[src/rtl/i2c_tgt_pkg.sv]
package i2c_tgt_pkg;
    localparam int DATA_W   = 8;
    localparam int NUM_REGS = 6;
    localparam int PTR_W    = 5;
    localparam int CNT_W    = $clog2(DATA_W) + 1;

    typedef logic [DATA_W-1:0] byte_t;
    typedef logic [PTR_W-1:0]  ptr_t;

    typedef enum logic [2:0] {
        ST_IDLE, ST_ADDR, ST_REG, ST_WDATA, ST_ACK, ST_RDATA, ST_RACK, ST_WAIT
    } bus_state_e;

    // value each register takes in reset
    function automatic byte_t reg_default(input int idx);
        case (idx)
            0:       return 8'h32;
            1:       return 8'hA1;
            2:       return 8'h3E;
            3:       return 8'h3E;
            4:       return 8'hFF;
            5:       return 8'h09;
            default: return 8'h00;
        endcase
    endfunction

    // bits that can hold a one; the others are tied to zero
    function automatic byte_t reg_keep_mask(input int idx);
        case (idx)
            0:       return 8'hF3;
            1:       return 8'hB5;
            5:       return 8'h0F;
            default: return 8'hFF;
        endcase
    endfunction

    function automatic ptr_t ptr_advance(input ptr_t p);
        if (p == ptr_t'(NUM_REGS - 1)) return '0;
        return ptr_t'(p + 1'b1);
    endfunction
endpackage

[src/rtl/i2c_line_sampler.sv]
module i2c_line_sampler #(
    parameter int SYNC_LEN = 2
) (
    input  logic clk,
    input  logic rst,
    input  logic scl_i,
    input  logic sda_i,
    output logic scl_s,
    output logic sda_s,
    output logic scl_rise,
    output logic scl_fall,
    output logic start_det,
    output logic stop_det
);
    localparam int TAP_W = SYNC_LEN + 1;

    logic [TAP_W-1:0] scl_t, sda_t;
    logic scl_p, sda_p;

    always_ff @(posedge clk) begin
        if (rst) begin
            scl_t <= '1;
            sda_t <= '1;
        end else begin
            scl_t <= {scl_t[TAP_W-2:0], scl_i};
            sda_t <= {sda_t[TAP_W-2:0], sda_i};
        end
    end

    assign scl_s = scl_t[TAP_W-2];
    assign scl_p = scl_t[TAP_W-1];
    assign sda_s = sda_t[TAP_W-2];
    assign sda_p = sda_t[TAP_W-1];

    assign scl_rise  = scl_s & ~scl_p;
    assign scl_fall  = ~scl_s & scl_p;
    assign start_det = scl_s & scl_p & sda_p & ~sda_s;
    assign stop_det  = scl_s & scl_p & ~sda_p & sda_s;
endmodule

[src/rtl/i2c_reg_bank.sv]
module i2c_reg_bank
    import i2c_tgt_pkg::*;
(
    input  logic                       clk,
    input  logic                       rst,
    input  logic                       wr_en,
    input  ptr_t                       wr_addr,
    input  byte_t                      wr_data,
    input  ptr_t                       rd_addr,
    output byte_t                      rd_data,
    output logic [NUM_REGS*DATA_W-1:0] regs_flat
);
    byte_t regs [NUM_REGS];

    for (genvar k = 0; k < NUM_REGS; k++) begin : g_reg
        always_ff @(posedge clk) begin
            if (rst)
                regs[k] <= reg_default(k);
            else if (wr_en && wr_addr == ptr_t'(k))
                regs[k] <= wr_data & reg_keep_mask(k);
        end
        assign regs_flat[k*DATA_W +: DATA_W] = regs[k];
    end

    always_comb begin
        rd_data = '0;
        for (int k = 0; k < NUM_REGS; k++)
            if (rd_addr == ptr_t'(k)) rd_data = regs[k];
    end

    // a write beyond the last register leaves all contents alone
    assert_oob_write_ignored_R9: assert property (@(posedge clk) disable iff (rst)
        (wr_en && wr_addr >= ptr_t'(NUM_REGS)) |=> $stable(regs_flat));
endmodule

[src/rtl/i2c_bus_engine.sv]
module i2c_bus_engine
    import i2c_tgt_pkg::*;
#(
    parameter logic [6:0] TARGET_ADDR = 7'h13
) (
    input  logic  clk,
    input  logic  rst,
    input  logic  scl_s,
    input  logic  sda_s,
    input  logic  scl_rise,
    input  logic  scl_fall,
    input  logic  start_det,
    input  logic  stop_det,
    input  byte_t rd_data,
    output ptr_t  ptr,
    output logic  wr_en,
    output byte_t wr_data,
    output logic  sda_oe
);
    localparam logic [CNT_W-1:0] LAST_BIT = CNT_W'(DATA_W);

    bus_state_e       state, after_ack;
    logic [CNT_W-1:0] bit_cnt;
    byte_t            shreg;
    logic             mack;
    logic             byte_end, ptr_inc, ptr_load;

    assign byte_end = scl_fall && (bit_cnt == LAST_BIT) && !start_det && !stop_det;
    assign wr_en    = (state == ST_WDATA) && byte_end;
    assign wr_data  = shreg;
    assign ptr_load = (state == ST_REG) && byte_end;
    assign ptr_inc  = ((state == ST_WDATA) || (state == ST_RDATA)) && byte_end;

    // register pointer: survives STOP and START
    always_ff @(posedge clk) begin
        if (rst)           ptr <= '0;
        else if (ptr_load) ptr <= shreg[PTR_W-1:0];
        else if (ptr_inc)  ptr <= ptr_advance(ptr);
    end

    always_ff @(posedge clk) begin
        if (rst) begin
            state     <= ST_IDLE;
            after_ack <= ST_IDLE;
            bit_cnt   <= '0;
            shreg     <= '0;
            mack      <= 1'b0;
            sda_oe    <= 1'b0;
        end else if (start_det) begin
            state   <= ST_ADDR;
            bit_cnt <= '0;
            sda_oe  <= 1'b0;
        end else if (stop_det) begin
            state  <= ST_IDLE;
            sda_oe <= 1'b0;
        end else begin
            case (state)
                ST_ADDR, ST_REG, ST_WDATA: begin
                    if (scl_rise) begin
                        shreg   <= {shreg[DATA_W-2:0], sda_s};
                        bit_cnt <= bit_cnt + 1'b1;
                    end else if (byte_end) begin
                        bit_cnt   <= '0;
                        sda_oe    <= 1'b1;
                        state     <= ST_ACK;
                        after_ack <= ST_WDATA;
                        if (state == ST_ADDR) begin
                            if (shreg[DATA_W-1:1] == TARGET_ADDR) begin
                                after_ack <= shreg[0] ? ST_RDATA : ST_REG;
                            end else begin
                                sda_oe <= 1'b0;
                                state  <= ST_IDLE;
                            end
                        end
                    end
                end
                ST_ACK: begin
                    if (scl_fall) begin
                        bit_cnt <= '0;
                        state   <= after_ack;
                        if (after_ack == ST_RDATA) begin
                            shreg  <= rd_data;
                            sda_oe <= ~rd_data[DATA_W-1];
                        end else begin
                            sda_oe <= 1'b0;
                        end
                    end
                end
                ST_RDATA: begin
                    if (scl_rise) begin
                        bit_cnt <= bit_cnt + 1'b1;
                    end else if (scl_fall) begin
                        if (bit_cnt == LAST_BIT) begin
                            bit_cnt <= '0;
                            sda_oe  <= 1'b0;
                            state   <= ST_RACK;
                        end else begin
                            shreg  <= {shreg[DATA_W-2:0], 1'b0};
                            sda_oe <= ~shreg[DATA_W-2];
                        end
                    end
                end
                ST_RACK: begin
                    if (scl_rise) begin
                        mack <= ~sda_s;
                    end else if (scl_fall) begin
                        if (mack) begin
                            shreg  <= rd_data;
                            sda_oe <= ~rd_data[DATA_W-1];
                            state  <= ST_RDATA;
                        end else begin
                            state <= ST_WAIT;
                        end
                    end
                end
                default: ;
            endcase
        end
    end

    // drive changes only follow a low sampled SCL
    assert_drive_scl_low_R10: assert property (@(posedge clk) disable iff (rst)
        !$stable(sda_oe) |-> !$past(scl_s));
    // idle (including after an address mismatch) never pulls SDA
    assert_idle_released_R2: assert property (@(posedge clk) disable iff (rst)
        (state == ST_IDLE) |-> !sda_oe);
    // STOP ends everything
    assert_stop_idle_R11: assert property (@(posedge clk) disable iff (rst)
        stop_det |=> (state == ST_IDLE) && !sda_oe);
    // START reopens address matching and keeps the pointer
    assert_start_keeps_ptr_R7: assert property (@(posedge clk) disable iff (rst)
        start_det |=> (state == ST_ADDR) && (ptr == $past(ptr)));
    // pointer wraps after the last register
    assert_ptr_wrap_R4: assert property (@(posedge clk) disable iff (rst)
        (ptr_inc && ptr == ptr_t'(NUM_REGS - 1)) |=> (ptr == '0));
endmodule

[src/rtl/i2c_reg_target.sv]
module i2c_reg_target
    import i2c_tgt_pkg::*;
#(
    parameter logic [6:0] TARGET_ADDR = 7'h13,
    parameter int         SYNC_LEN    = 2
) (
    input  logic                       clk,
    input  logic                       rst,
    input  logic                       scl_i,
    input  logic                       sda_i,
    output logic                       sda_oe_o,
    output logic [NUM_REGS*DATA_W-1:0] regs_o
);
    logic  scl_s, sda_s, scl_rise, scl_fall, start_det, stop_det;
    logic  wr_en;
    ptr_t  ptr;
    byte_t wr_data, rd_data;

    i2c_line_sampler #(.SYNC_LEN(SYNC_LEN)) u_sampler (
        .clk(clk), .rst(rst), .scl_i(scl_i), .sda_i(sda_i),
        .scl_s(scl_s), .sda_s(sda_s), .scl_rise(scl_rise), .scl_fall(scl_fall),
        .start_det(start_det), .stop_det(stop_det)
    );

    i2c_bus_engine #(.TARGET_ADDR(TARGET_ADDR)) u_engine (
        .clk(clk), .rst(rst), .scl_s(scl_s), .sda_s(sda_s),
        .scl_rise(scl_rise), .scl_fall(scl_fall),
        .start_det(start_det), .stop_det(stop_det),
        .rd_data(rd_data), .ptr(ptr), .wr_en(wr_en), .wr_data(wr_data),
        .sda_oe(sda_oe_o)
    );

    i2c_reg_bank u_bank (
        .clk(clk), .rst(rst), .wr_en(wr_en), .wr_addr(ptr), .wr_data(wr_data),
        .rd_addr(ptr), .rd_data(rd_data), .regs_flat(regs_o)
    );
endmodule

[config.mk]
export PLATFORM = sky130hd
export DESIGN_NAME = i2c_reg_target
export DESIGN_NICKNAME = d
export VERILOG_FILES = /design/src/rtl/i2c_tgt_pkg.sv /design/src/rtl/i2c_line_sampler.sv /design/src/rtl/i2c_reg_bank.sv /design/src/rtl/i2c_bus_engine.sv /design/src/rtl/i2c_reg_target.sv
export SDC_FILE = /design/constraint.sdc
export NUM_CORES = 1
export LEC_CHECK = 0
export BUFFER_PORTS_ARGS = -buffer_cell sky130_fd_sc_hd__buf_4
export CORE_ASPECT_RATIO = 1.75
export CORE_MARGIN = 2
export CORE_UTILIZATION = 55
export DETAILED_ROUTE_END_ITERATION = 10
export PLACE_DENSITY = 0.76
export SYNTH_ARGS = -nofsm -noshare
export SYNTH_HDL_FRONTEND = slang
export SYNTH_SLANG_ARGS = --single-unit
[constraint.sdc]
create_clock -name clk -period 3.8 [get_ports clk]
set_input_delay 0.19 -clock clk [delete_from_list [all_inputs] [get_ports clk]]
set_output_delay 0.19 -clock clk [all_outputs]
set_load 0.005 [all_outputs]
==> flow_summary.json <==
{
  "synth-main-ff-cell": "edfxtp_1",
  "synth_cell_types": 62,
  "r2r_slack_ns": 1.21,
  "synth-seq-cells": 70,
  "grt_pass1_wl_um": 15800,
  "clock_latency_ns": 0.34,
  "grt_max_degree": 34,
  "postCtsSetupBuffers": 0,
  "ctsLongestPathBuffers": 2,
  "ys.warnings.count": 0,
  "h-tree-depth": 3,
  "total_power_mw": 1.81,
  "worstSetupEndpointType": "flop",
  "post-route-period-util_pct": 68.2,
  "p_comb_share_pct": 3.6,
  "ys_seq_area_share_pct": 47.4,
  "cp.arrival_ns": 2.84,
  "cts_tree": "built",
  "dr_total_vias": 3153,
  "startpoint_type": "flop",
  "ios": 53,
  "fin_skew_ns": 0.00877,
  "fin_nets": 428,
  "drive_gt1_share_pct": 18.9,
  "worstPathRequired_ns": 4.05,
  "power.internal_mw": 1.43,
  "numPortBuffers": 43,
  "power_leakage_nw": 1.59,
  "grt-ovfl-total": 0,
  "cts_sinks": 70,
  "drt_iter0_markers": 227,
  "peakVddDrop_mv": 0.280,
  "post_drt_wl_per_cell_um": 19.9,
  "drt-vias-per-instance": 6.22,
  "cp_top_family": "compound AO/OA/AOI/OAI gates",
  "dieHeight_um": 114,
  "r2r_end": "u_engine.wr_data[0]$_SDFFE_PP0P_",
  "final-hold-violation-count": 0,
  "crit_path_top_delay_cell": "ha_1",
  "std_cell_rows": 40,
  "holdPathEnd": "u_sampler.sda_t[0]$_SDFF_PP1_",
  "dieArea_sq_um": 7570,
  "hold_depth": 2,
  "antenna_found_initial": 0,
  "chipWidth_um": 66.6,
  "clock-root-buffer": "clkbuf_16",
  "fin_crit_ns": 2.59,
  "cts_resized": 0,
  "postSynthAreaPerCell_sq_um": 9.68,
  "rr_startpoint": "u_engine.ptr[0]$_SDFFE_PP0P_",
  "setup_viol": 0,
  "synth-edff-count": 39,
  "synth_top_area_cell": "edfxtp_1",
  "p_seq_share_pct": 45.9,
  "yosysTopAreaCellShare_pct": 31.0,
  "tns_ns": 0,
  "p_sw_share_pct": 21.0,
  "path_buf_inv": 1,
  "switchingPower_mw": 0.381,
  "tightest_slew_ns": 0.864,
  "crit_fanout": 17,
  "worstSetupPathType": "reg2reg",
  "min_from": "sda_i",
  "syn_area_sq_um": 3780,
  "min_path_type": "in2reg",
  "cts_buffers": 9,
  "maxCapViolCount": 0,
  "ys_top_cells_by_area": "edfxtp_1 31%, dfxtp_1 16%, nor2_1 3.9%, a21oi_1 3.0%, or2_1 2.7%",
  "start_util_pct": 55.9,
  "drc_errors": 0,
  "r2r_cells": 7,
  "detail-route-antenna-nets": 0,
  "maxSlewHeadroom_pct": 42.4,
  "clkTransAtPathRegs_ns": 0.06,
  "fp.coreArea_sq_um": 6760,
  "grt.total_usage_pct": 28.4,
  "antenna_cells": 0,
  "power.share.clock_pct": 50.5,
  "place_congestion": 0.994,
  "drt_wl_total_um": 10100,
  "area_growth_pct": 15.6,
  "power-per-cell-area_nw_per_um2": 415,
  "rsz0062_at_grt": "no",
  "max_stage_delay_ns": 0.60,
  "dp_hpwl_um": 7430,
  "synthArstFlopShare_pct": 0,
  "cts_hold_buf": 0,
  "slew_violations": 0,
  "fmax_ghz": 0.386,
  "drt_pass1_iterations": 5,
  "first_global_vias": 3071,
  "cp_cell_sequence": "inv_1 > ha_1 > nor2b_1 > a221oi_1 > a2111oi_1 > o221ai_1 > a311oi_1",
  "run_status": "complete, no violations",
  "syn_inst": 390,
  "yosys-top-cells-count": "39 x edfxtp_1, 39 x nor2_1, 31 x dfxtp_1"
}
how the worst max path moves through the flow:
stage,slack [ns],endpoint,startpoint,cells after the start
detailed placement,1.29,u_bank.regs[2][3]$_SDFFCE_PN1P_,u_engine.ptr[0]$_SDFFE_PP0P_,4
global route,1.07,u_bank.regs[2][0]$_SDFFCE_PN1P_,u_engine.ptr[0]$_SDFFE_PP0P_,4
CTS,1.27,u_bank.regs[2][0]$_SDFFCE_PN1P_,u_engine.ptr[0]$_SDFFE_PP0P_,4
floorplan,1.55,u_bank.regs[2][0]$_SDFFCE_PN1P_,u_engine.bit_cnt[0]$_SDFFE_PP0P_,7
global placement,1.37,u_engine.wr_data[0]$_SDFFE_PP0P_,u_engine.ptr[0]$_SDFFE_PP0P_,7
finish,1.21,u_engine.wr_data[0]$_SDFFE_PP0P_,u_engine.ptr[0]$_SDFFE_PP0P_,7
area by class of cell:
class	instances	area [sq um]
sequential	70	1790
inverter	17	63.8
clock inverter	7	105
tap	84	105
timing repair buffer	43	323
clock buffer	9	225
fill	566	2390
multi-input combinational	277	1750
flip-flops by register name, indices dropped and copies added, names as in the netlist, 3 cells and up:
register	flops
u_engine.ptr	5
u_engine.after_ack	3
u_bank.regs	39
u_engine.wr_data	8
u_engine.bit_cnt	4
u_sampler.scl_t	3
u_sampler.sda_t	3
u_engine.state	3
cells by family (layout without fill, tap and decap cells):
logic type / after synthesis / after routing / share of synthesized area (%)
flops: 70 / 70 / 47.4
other cells: 1 / 9 / 0.0993
compound gates: 99 / 99 / 18.8
fa+ha+maj: 6 / 6 / 1.99
mux: 1 / 1 / 0.265
buf+inv: 51 / 76 / 6.96
simple gates: 158 / 158 / 23.6
xor+xnor: 4 / 4 / 0.928
placed cells by master (no fill, tap or decap), types with 3 or more instances in the layout:
master,n
nand3b_1,6
conb_1,9
a21oi_1,23
a221oi_1,4
inv_1,17
nor2_1,39
a22oi_1,3
a22o_1,6
edfxtp_1,39
or3_1,13
or2_2,8
o22ai_1,3
o221ai_1,3
a21o_1,4
a311oi_1,10
nor3_1,3
or2_1,16
nand2b_1,6
and3_1,8
ha_1,6
a211oi_1,4
nor2b_1,11
dfxtp_1,31
nand3_1,12
buf_4,43
o21ai_0,15
nand2_4,3
clkbuf_16,9
nand2_1,20
power by group through the flow:
| stage | clock [mW] | sequential, mW | combinational (mW) |
|---|---|---|---|
| after floorplan | 0 | 0.843 | 0.0360 |
| after global placement | 0 | 0.847 | 0.0645 |
| after detailed placement | 0 | 0.848 | 0.0650 |
| after CTS | 0.924 | 0.831 | 0.0655 |
| after global routing | 0.965 | 0.833 | 0.0714 |
| final | 0.916 | 0.832 | 0.0652 |
per-layer routing:
layer  routed length, um  track usage (%)  vias to the layer above  part of all wire [%]
met2                5600             50.5                      155                    56
met4                 599             19.0                        0                   5.9
met3                 558             5.23                       47                   5.5
met5                   0                0                        -                     0
met1                3320             29.1                     1485                    33
li1                    -                -                     1466                     -
worst register-to-register path, cell delays in order, from the launching register on:
cell	delay (ns)
dfxtp_1	0.34
inv_1	0.12
ha_1	0.60
nor2b_1	0.32
a221oi_1	0.12
a2111oi_1	0.51
o221ai_1	0.22
a311oi_1	0.27
per-stage QoR:
step                      hold slack [ns]  cells  area (sq um)  setup WS [ns]  utilization [%]
after detailed placement            0.377    491          4040           1.29             59.7
after global routing               0.0378    507          4370           1.07             64.6
final                              0.0386    507          4370           1.21             64.6
after global placement              0.376    491          4040           1.37             59.7
after CTS                          0.0330    507          4370           1.27             64.6
after floorplan                     0.294    398          3810           1.55                -
No activity file was read; power rests on OpenSTA's default activity.
